### src/rtl/operand_bypass_select.sv
module operand_bypass_select #(
  parameter int REG_BITS = 5
) (
  input  logic [2:0]          idex_kind,
  input  logic [REG_BITS-1:0] idex_rs,
  input  logic [REG_BITS-1:0] idex_rt,
  input  logic [2:0]          exmem_kind,
  input  logic [REG_BITS-1:0] exmem_rt,
  input  logic [REG_BITS-1:0] exmem_rd,
  input  logic [2:0]          memwb_kind,
  input  logic [REG_BITS-1:0] memwb_rt,
  input  logic [REG_BITS-1:0] memwb_rd,
  output logic [1:0]          alu_a_sel,
  output logic [1:0]          alu_b_sel,
  output logic [1:0]          st_data_sel,
  output logic [1:0]          zero_sel,
  output logic                mem_wdata_sel
);

  localparam logic [2:0] K_RR = 3'd1;
  localparam logic [2:0] K_RI = 3'd2;
  localparam logic [2:0] K_LD = 3'd3;
  localparam logic [2:0] K_ST = 3'd4;
  localparam logic [2:0] K_BR = 3'd5;

  localparam logic [1:0] S_REG = 2'd0;
  localparam logic [1:0] S_EXM = 2'd1;
  localparam logic [1:0] S_WBA = 2'd2;
  localparam logic [1:0] S_WBL = 2'd3;

  logic                ex_wr, wb_wr, wb_ld;
  logic [REG_BITS-1:0] ex_dst, wb_dst;
  logic                use_a, use_b, use_st, use_z;

  // EX/MEM loads carry an address, not data, so they are not producers here
  assign ex_wr  = (exmem_kind == K_RR) || (exmem_kind == K_RI);
  assign ex_dst = (exmem_kind == K_RR) ? exmem_rd : exmem_rt;

  assign wb_ld  = (memwb_kind == K_LD);
  assign wb_wr  = (memwb_kind == K_RR) || (memwb_kind == K_RI) || wb_ld;
  assign wb_dst = (memwb_kind == K_RR) ? memwb_rd : memwb_rt;

  assign use_a  = (idex_kind == K_RR) || (idex_kind == K_RI) ||
                  (idex_kind == K_LD) || (idex_kind == K_ST);
  assign use_b  = (idex_kind == K_RR);
  assign use_st = (idex_kind == K_ST);
  assign use_z  = (idex_kind == K_BR);

  function automatic logic [1:0] route(
    input logic                en,
    input logic [REG_BITS-1:0] r,
    input logic                exw,
    input logic [REG_BITS-1:0] exd,
    input logic                wbw,
    input logic [REG_BITS-1:0] wbd,
    input logic                wbl
  );
    if (!en || r == '0)           return S_REG;
    if (exw && exd == r)          return S_EXM;
    if (wbw && wbd == r)          return wbl ? S_WBL : S_WBA;
    return S_REG;
  endfunction

  assign alu_a_sel   = route(use_a,  idex_rs, ex_wr, ex_dst, wb_wr, wb_dst, wb_ld);
  assign alu_b_sel   = route(use_b,  idex_rt, ex_wr, ex_dst, wb_wr, wb_dst, wb_ld);
  assign st_data_sel = route(use_st, idex_rt, ex_wr, ex_dst, wb_wr, wb_dst, wb_ld);
  assign zero_sel    = route(use_z,  idex_rs, ex_wr, ex_dst, wb_wr, wb_dst, wb_ld);

  assign mem_wdata_sel = (exmem_kind == K_ST) && wb_ld &&
                         (memwb_rt != '0) && (memwb_rt == exmem_rt);

  always_comb begin
    a_r4_rs_zero: assert (idex_rs != '0 || (alu_a_sel == S_REG && zero_sel == S_REG))
      else $error("register 0 bypassed on rs");
    a_r4_rt_zero: assert (idex_rt != '0 || (alu_b_sel == S_REG && st_data_sel == S_REG))
      else $error("register 0 bypassed on rt");
    a_r6_lmd_from_load: assert (!(alu_a_sel == S_WBL || alu_b_sel == S_WBL ||
                                  st_data_sel == S_WBL || zero_sel == S_WBL) ||
                                memwb_kind == K_LD)
      else $error("loaded-word select without a load in write-back");
    a_r5_exmem_alu_only: assert (!(alu_a_sel == S_EXM || alu_b_sel == S_EXM ||
                                   st_data_sel == S_EXM || zero_sel == S_EXM) ||
                                 exmem_kind == K_RR || exmem_kind == K_RI)
      else $error("EX/MEM select without an ALU producer");
    a_r8_b_rr_only: assert (alu_b_sel == S_REG || idex_kind == K_RR)
      else $error("ALU B bypass outside register-register");
    a_r10_zero_branch_only: assert (zero_sel == S_REG || idex_kind == K_BR)
      else $error("zero-test bypass outside branch");
    a_r11_wdata_pair: assert (!mem_wdata_sel ||
                              (exmem_kind == K_ST && memwb_kind == K_LD && exmem_rt != '0))
      else $error("write-data bypass without store behind load");
  end

endmodule

### config.mk
export PLATFORM = sky130hd
export DESIGN_NAME = operand_bypass_select
export DESIGN_NICKNAME = d
export VERILOG_FILES = /design/src/rtl/operand_bypass_select.sv
export SDC_FILE = /design/constraint.sdc
export NUM_CORES = 1
export LEC_CHECK = 0
export BUFFER_PORTS_ARGS = -buffer_cell sky130_fd_sc_hd__buf_4
export CORE_UTILIZATION = 47
export DETAILED_ROUTE_END_ITERATION = 12
export PLACE_DENSITY = 0.92
export RECOVER_POWER = 25
export SKIP_LAST_GASP = 1
export SLEW_MARGIN = 40
export SYNTH_ARGS = -nofsm -noshare
export SYNTH_HDL_FRONTEND = slang
export SYNTH_SLANG_ARGS = --single-unit
export TNS_END_PERCENT = 10
### constraint.sdc
create_clock -name vclk -period 2.9
set_input_delay 0.435 -clock vclk [all_inputs]
set_output_delay 0.435 -clock vclk [all_outputs]
set_load 0.05 [all_outputs]
==> run_results.csv, run 1 <==
group,metric,value,unit
run_status,status,"finished with violations",
run_status,failed_checks,"design-rule violations",
drt,vias,1062,
sta,rsz0062_at_grt,"no",
cells_and_area,diodes,0,
drt,wire_per_inst,15.5,µm
sta,drv_slew,0,
cells_and_area,syn2layout_area_growth,44.0,%
power,p_total,0.159,mW
sta,period_minus_slack,2.69,ns
global_routing,busiest_layer,"met2",
die,fp-row-count,14,
run,cap_violations,0,
power,switchingPower,0.0762,mW
setup_path,worst-setup-path-type,"in -> out",
cells_and_area,drive_gt1_share,33.1,%
die,ioPinCount,48,
power,swShare,47.9,%
hold_path,min_path_type,"in -> out",
setup_path,cp.arrival,2.26,ns
drt,first_pass_iters,8,
yosys,synth.avg_cell_area,7.03,µm²
global_routing,antenna_found_initial,0,
die,core-area,0.00156,mm²
place,gp_congestion,0.872,
drt,vias_per_cell,5.93,
yosys,synth_top_area_share,17.2,%
global_routing,grt_pass1_wl,4400,µm
drt,drc,5,
yosys,yosysMostFrequentCell,"xnor2_1",
cells_and_area,multiInputGateArea,749,µm²
power,clock_power_share,0,%
sta,fmax,372,MHz
cells_and_area,clkbuf_count,0,
yosys,yosysWarnings,0,
sta,finalSetupTns,0,ns
yosys,seq_area_frac_synth,0,%
drt,drt_wl_total,2780,µm
setup_path,cp-startpoint,"memwb_kind[1]",
yosys,synth_area,816,µm²
global_routing,met2_usage,54.9,%
place,hpwlAfterDp,2350,µm
global_routing,grt_use_total,29.6,%
power,internal-power,0.0828,mW
yosys,synthTopCellsByArea,"xnor2_1, mux2i_1, nor2_1",
yosys,synth_cell_types,36,
die,die_height,43.7,µm
drt,ant_nets,0,
die,fp.dieW,43.7,µm
clocking,ctsResizeCount,0,
cells_and_area,regArea,0,µm²
clocking,post_cts_buffers,0,
sta,finalCritPeriodShare,92.8,%
sta,slew_headroom,59.7,%
sta,tightest_slew,0.606,ns
clocking,hold_buffers,0,
cells_and_area,nFlopsAndLatches,0,
sta,hold_violations,0,
yosys,syn_nets,155,
yosys,yosys.area.top_type,"xnor2_1",
setup_path,crit_end,"zero_sel[1]",
place,port_buffers,48,
global_routing,grtUsageMet1,38.5,%
cells_and_area,n_fill_cell,137,
power,leakage,0.485,nW
place,dpl.cell_count,179,
power,combPwrFrac,100.0,%
global_routing,grt_max_degree,11,
power,p_seq_share,0,%
cells_and_area,nets,204,
die,die-area,0.00191,mm²
setup_path,crit_path_end_kind,"output pin",
power,p_per_area,135,mW/mm²
global_routing,globalRouteMet3Util,1.25,%
cells_and_area,final_cells,179,
yosys,synth_common_cells,"xnor2_1, nor2_1, mux2i_1, inv_1",
drt,dr.first_iter.drc_count,33,
setup_path,path_max_fanout,10,
global_routing,grt_overflow,0,
setup_path,cp-start-kind,"input pin",
sta,finalSetupViolCount,0,
setup_path,required,2.47,ns
global_routing,grt_pass1_vias,996,
die,start_util,52.3,%
yosys,synth_cells,116,
sta,hold-worst-slack,1.30,ns
power,vdd_ir_drop_max,0.0975,mV
## power groups by stage
stage | clock network (mW) | registers, mW | logic [mW]
2_1_floorplan | 0 | 0 | 0.0841
3_3_place_gp | 0 | 0 | 0.153
3_5_place_dp | 0 | 0 | 0.158
4_1_cts | 0 | 0 | 0.158
5_1_grt | 0 | 0 | 0.172
6_report | 0 | 0 | 0.159
## stage by stage
step	area, µm²	utilization (%)	setup WS, ns
2_1_floorplan	816	-	-0.0189
3_3_place_gp	1180	76.0	0.315
3_5_place_dp	1180	76.0	0.239
4_1_cts	1180	76.0	0.234
5_1_grt	1170	75.4	0.0644
6_report	1170	75.4	0.210
## worst min path at each step
stage                        startpoint       endpoint  slack, ns  depth (start not counted)
final                      idex_kind[0]   alu_b_sel[0]       1.30                          4
after global routing       idex_kind[0]   alu_b_sel[0]       1.32                          4
after CTS                 exmem_kind[2]  mem_wdata_sel       1.29                          4
after detailed placement  exmem_kind[2]  mem_wdata_sel       1.29                          4
after global placement    exmem_kind[2]  mem_wdata_sel       1.29                          4
after floorplan           exmem_kind[2]  mem_wdata_sel       1.11                          2
## area by class of cell
class,count,share of cell area [%]
repair buffers,50,31.6
inverters,9,2.88
well taps,16,1.70
multi-input cells,104,63.8
## critical path, cell delays in order
cell     delay [ns]
buf_4          0.15
nor3b_2        0.34
mux2i_1        0.36
xnor2_1        0.10
nor4_1         0.34
o21ai_0        0.19
nor2_1         0.13
buf_4          0.21
## routing by layer
metal / share of wire (%) / routed length, µm / vias to the layer above
li1: - / - / 521
met1: 43 / 1210 / 502
met2: 50 / 1400 / 39
met3: 6.1 / 169 / 0
met4: 0 / 0 / 0
met5: 0 / 0 / -
## cells by family after synthesis
family                 count (synthesis)  share of synthesized area, %
multiplexers                          10                          12.3
XOR/XNOR                              18                          19.3
AO/OA/AOI/OAI                         26                          23.6
AND/OR/NAND/NOR                       50                          37.4
buffers and inverters                 12                          7.36
## cell usage in the layout, fill, tap and decap left out, types with 2 or more instances in the layout
master	count
a21oi_1	2
a22oi_1	2
a31oi_1	2
buf_4	49
inv_1	9
mux2i_1	10
nand2_1	6
nand2b_1	2
nand3_1	3
nand3b_1	4
nand4_1	3
nor2_1	12
nor2b_1	6
nor3_1	3
nor4_1	2
o211ai_1	6
o21ai_0	5
or3b_2	2
xnor2_1	16
xor2_1	2
Power figures use the tool's default switching activity.
==> inputs of run 2 (changes only) <==
--- a/config.mk
+++ b/config.mk
@@ -8,7 +8,7 @@
 export BUFFER_PORTS_ARGS = -buffer_cell sky130_fd_sc_hd__buf_4
 export CORE_UTILIZATION = 47
 export DETAILED_ROUTE_END_ITERATION = 12
-export PLACE_DENSITY = 0.92
+export PLACE_DENSITY = 0.88
 export RECOVER_POWER = 25
 export SKIP_LAST_GASP = 1
 export SLEW_MARGIN = 40
==> run_results.csv, run 2 (synthesis results as in run 1) <==
group,metric,value,unit
run_status,failed_checks,"design-rule violations",
setup_path,cp-start-kind,"input pin",
global_routing,grt_overflow,0,
sta,tightest_slew,0.596,ns
cells_and_area,drive_gt1_share,34.9,%
setup_path,crit_path_end_kind,"output pin",
global_routing,grt_pass1_vias,1034,
cells_and_area,final_util,77.3,%
setup_path,cp.arrival,2.29,ns
place,dpl_cell_area,0.00118,mm²
power,leakage,0.506,nW
global_routing,grt_pass1_wl,4510,µm
global_routing,grt_use_total,30.3,%
place,gp_congestion,0.898,
drt,first_pass_iters,9,
power,p_per_area,136,mW/mm²
cells_and_area,nets,207,
cells_and_area,syn2layout_area_growth,47.7,%
sta,finalCritPeriodShare,93.9,%
drt,dr.first_iter.drc_count,54,
cells_and_area,layout_commonest_cell,"buf_4",
drt,vias_per_cell,6.07,
drt,drc,3,
drt,drt_wl_total,2820,µm
place,hpwlAfterDp,2330,µm
setup_path,worst-setup-path-type,"in -> out",
cells_and_area,final_cells,182,
place,port_buffers,48,
global_routing,antenna_found_initial,0,
sta,finalSetupViolCount,0,
cells_and_area,diodes,0,
place,dpl.cell_count,178,
clocking,hold_buffers,0,
sta,slew_headroom,60.5,%
sta,period_minus_slack,2.72,ns
die,start_util,52.3,%
die,core-area,0.00156,mm²
power,vdd_ir_drop_max,0.0972,mV
sta,hold_violations,0,
die,die-area,0.00191,mm²
die,fp.dieW,43.7,µm
cells_and_area,final_cell_area,0.00120,mm²
die,fp-row-count,14,
run,cap_violations,0,
hold_path,min_path_type,"in -> out",
cells_and_area,regArea,0,µm²
cells_and_area,most-common-layout-cells,"buf_4, xnor2_1, nor2_1",
setup_path,path_max_fanout,4,
drt,wire_per_inst,15.5,µm
global_routing,grt_max_degree,11,
die,die_height,43.7,µm
sta,fmax,367,MHz
drt,vias,1104,
sta,rsz0062_at_grt,"no",
run_status,status,"finished with violations",
setup_path,required,2.47,ns
cells_and_area,clkbuf_count,0,
cells_and_area,nFlopsAndLatches,0,
die,ioPinCount,48,
drt,ant_nets,0,
sta,drv_slew,0,
run 2: changes by cell type in the layout (fill, tap and decap cells not counted), sizes merged:
cell / before / now
buf: 49 / 52
run 2: metal layers:
metal / global-route usage [%] / up-vias / wire length, µm
li1: - / 534 / -
met4: 5.00 / 0 / 57
met2: 52.8 / 46 / 1410
met1: 42.0 / 516 / 1190
met5: 0 / - / 0
met3: 0.833 / 8 / 166
run 2: path summary, 6_finish.rpt:
check                          from           end  slack (ns)  cells past startpoint
worst min-delay path   idex_kind[0]  alu_b_sel[0]        1.31                      4
worst max-delay path  exmem_kind[2]  alu_b_sel[0]        0.18                      8
run 2: layout make-up:
cell class	instances	area [µm²]
multi-input combinational	104	759
timing repair buffer	53	392
fill	121	354
inverter	9	33.8
tap	16	20.0
run 2: where the power goes:
group,leakage [nW],internal (mW),switching [mW]
sequential,0,0,0
clock,0,0,0
combinational,0.506,0.0858,0.0781
total,0.506,0.0858,0.0781
run 2: worst max-delay path: stages:
cell and delay (ns):
buf_4 0.13, nor3b_4 0.31, mux2i_1 0.38, xnor2_1 0.11, nor4b_1 0.48, a31oi_1 0.11, nor2_1 0.13, buf_4 0.20
run 2: metrics by stage:
stage	hold slack (ns)	setup slack, ns	power [mW]	setup TNS, ns
6_report	1.31	0.177	0.164	0
5_1_grt	1.33	0.0172	0.178	0
4_1_cts	1.29	0.198	0.158	0
3_5_place_dp	1.29	0.193	0.157	0
3_3_place_gp	1.29	0.243	0.152	0
2_1_floorplan	1.11	-0.0189	0.0841	-0.0240
run 2: what timing repair did:
action                                  CTS  global route
resized for setup                         0             1
buffers inserted                          0             4
endpoints found under the setup margin    0             7
==> inputs of run 3 (changes only) <==
--- a/config.mk
+++ b/config.mk
@@ -5,10 +5,11 @@
 export SDC_FILE = /design/constraint.sdc
 export NUM_CORES = 1
 export LEC_CHECK = 0
+export ABC_AREA = 1
 export BUFFER_PORTS_ARGS = -buffer_cell sky130_fd_sc_hd__buf_4
-export CORE_UTILIZATION = 47
+export CORE_UTILIZATION = 48
 export DETAILED_ROUTE_END_ITERATION = 12
-export PLACE_DENSITY = 0.88
+export PLACE_DENSITY = 0.89
 export RECOVER_POWER = 25
 export SKIP_LAST_GASP = 1
 export SLEW_MARGIN = 40
==> run_results.csv, run 3 <==
group,metric,value,unit
power,internal-power,0.0722,mW
cells_and_area,nets,280,
setup_path,cpPeakStageDelay,0.24,ns
sta,fmax,409,MHz
setup_path,path_max_fanout,15,
die,die_height,44.5,µm
sta,tightest_slew,0.592,ns
power,clock_power_share,0,%
die,fp-row-count,14,
drt,wire_per_inst,11.3,µm
clocking,post_cts_buffers,0,
yosys,synth.avg_cell_area,4.51,µm²
die,ioPinCount,48,
sta,hold_violations,0,
die,fp.dieW,44.5,µm
global_routing,grt_pass1_vias,1243,
setup_path,crit_end,"alu_b_sel[0]",
drt,first_pass_iters,4,
setup_path,cp-start-kind,"input pin",
place,port_buffers,48,
cells_and_area,drive_gt1_share,23.8,%
drt,dr.first_iter.drc_count,87,
power,leakage,0.734,nW
place,gp_congestion,0.875,
sta,finalSetupTns,0,ns
setup_path,critPathSlowestCell,"nand3_2",
drt,drc,0,
drt,vias_per_cell,5.29,
global_routing,grt_use_total,31.7,%
setup_path,crit_top_cell,"nand2_1",
power,swShare,56.4,%
yosys,yosysMostFrequentCell,"nand2_1",
cells_and_area,nFlopsAndLatches,0,
power,vdd_ir_drop_max,0.0902,mV
setup_path,worst-setup-path-type,"in -> out",
yosys,synth_common_cells,"nand2_1, inv_1, nor2_1, nand3_1",
sta,rsz0062_at_grt,"no",
yosys,yosysWarnings,0,
global_routing,grt_overflow,0,
cells_and_area,final_util,77.9,%
setup_path,cp_num_buf_inv,3,
global_routing,antenna_found_initial,0,
cells_and_area,diodes,0,
clocking,hold_buffers,0,
setup_path,required,2.47,ns
power,p_per_area,134,mW/mm²
sta,period_minus_slack,2.44,ns
place,hpwlAfterDp,2610,µm
cells_and_area,clkbuf_count,0,
yosys,synth_cells,192,
yosys,synthTopCellsByArea,"nand2_1, nand3_1, inv_1",
global_routing,grt_pass1_wl,4890,µm
cells_and_area,syn2layout_area_growth,43.4,%
cells_and_area,layout_commonest_cell,"nand2_1",
die,core-area,0.00159,mm²
sta,finalSetupViolCount,0,
clocking,ctsResizeCount,0,
setup_path,worstPathCellList,"buf_4 > inv_1 > nand3_2 > nand2_1 > o21ai_0 > nand2_1 > nand2_1 > nor2_1 > nand3_1 > a21oi_1 > buf_4",
power,combPwrFrac,100.0,%
cells_and_area,most-common-layout-cells,"nand2_1, buf_4, inv_1, nor2_1, nand3_1",
yosys,syn_nets,231,
setup_path,cp.arrival,2.01,ns
setup_path,crit_path_end_kind,"output pin",
yosys,synth_top_area_share,29.9,%
power,p_seq_share,0,%
drt,ant_nets,0,
sta,finalCritPeriodShare,84.2,%
sta,slew_headroom,60.7,%
setup_path,cp-startpoint,"exmem_kind[2]",
yosys,yosys.area.top_type,"nand2_1",
global_routing,grt_max_degree,16,
yosys,seq_area_frac_synth,0,%
run,cap_violations,0,
run_status,status,"finished, final reports clean",
yosys,synth_area,866,µm²
cells_and_area,regArea,0,µm²
hold_path,min_path_type,"in -> out",
sta,drv_slew,0,
drt,drt_wl_total,2970,µm
drt,vias,1392,
setup_path,cp.depth,11,
die,start_util,54.3,%
die,die-area,0.00198,mm²
yosys,synth_cell_types,21,
setup_path,cpLargestDelayFamily,"simple AND/OR/NAND/NOR gates",
power,switchingPower,0.0936,mW
[run 3: changes by cell type after synthesis, moves of 3 or more]
cell	previous run	this run
o21ai_1	0	4
nor2b_1	6	0
o211ai_1	6	2
nor2_1	12	30
mux2i_1	10	0
a21oi_1	2	5
inv_1	9	30
nand2_1	6	69
nand3_2	0	3
nand3_1	3	23
xnor2_1	16	3
[run 3: worst min path at each step]
| stage | from | to | slack [ns] | cells past startpoint |
|---|---|---|---|---|
| floorplan | exmem_kind[2] | mem_wdata_sel | 1.12 | 2 |
| global placement | exmem_kind[2] | mem_wdata_sel | 1.28 | 4 |
| detailed placement | exmem_kind[2] | mem_wdata_sel | 1.29 | 4 |
| CTS | exmem_kind[2] | mem_wdata_sel | 1.29 | 4 |
| global route | idex_kind[0] | st_data_sel[1] | 1.34 | 5 |
| finish | idex_kind[1] | st_data_sel[1] | 1.32 | 5 |
[run 3: per-stage QoR]
stage	setup WS, ns	hold slack [ns]	instances	total power, mW	cell area, µm²
detailed placement	0.495	1.29	263	0.162	1240
global placement	0.615	1.28	263	0.156	1240
floorplan	0.0876	1.12	192	0.0903	866
finish	0.457	1.32	263	0.166	1240
CTS	0.489	1.29	263	0.163	1240
global route	0.332	1.34	263	0.183	1240
[run 3: logic make-up (layout without fill, tap and decap cells)]
logic type	Yosys count	in the layout	share of synthesized area [%]
simple gates	141	141	72.1
buf+inv	33	80	15.2
compound gates	15	15	9.68
xor+xnor	3	3	3.04
[run 3: metal layers]
| layer | vias to the layer above | routed length (µm) | GRT usage [%] |
|---|---|---|---|
| met1 | 606 | 1190 | 38.6 |
| met2 | 77 | 1490 | 59.1 |
| met3 | 10 | 206 | 1.63 |
| met5 | - | 0 | 0 |
| met4 | 0 | 89 | 9.09 |
| li1 | 699 | - | - |
[run 3: cell type report]
type               count  area (µm²)
inverters             32         120
multi-input cells    159         734
well taps             24        30.0
fillers              132         353
repair buffers        48         357
[run 3: power groups by stage]
stage          Clock (mW)  Combinational (mW)  Sequential [mW]
6_report                0               0.166                0
5_1_grt                 0               0.183                0
3_5_place_dp            0               0.162                0
3_3_place_gp            0               0.156                0
2_1_floorplan           0              0.0903                0
4_1_cts                 0               0.163                0
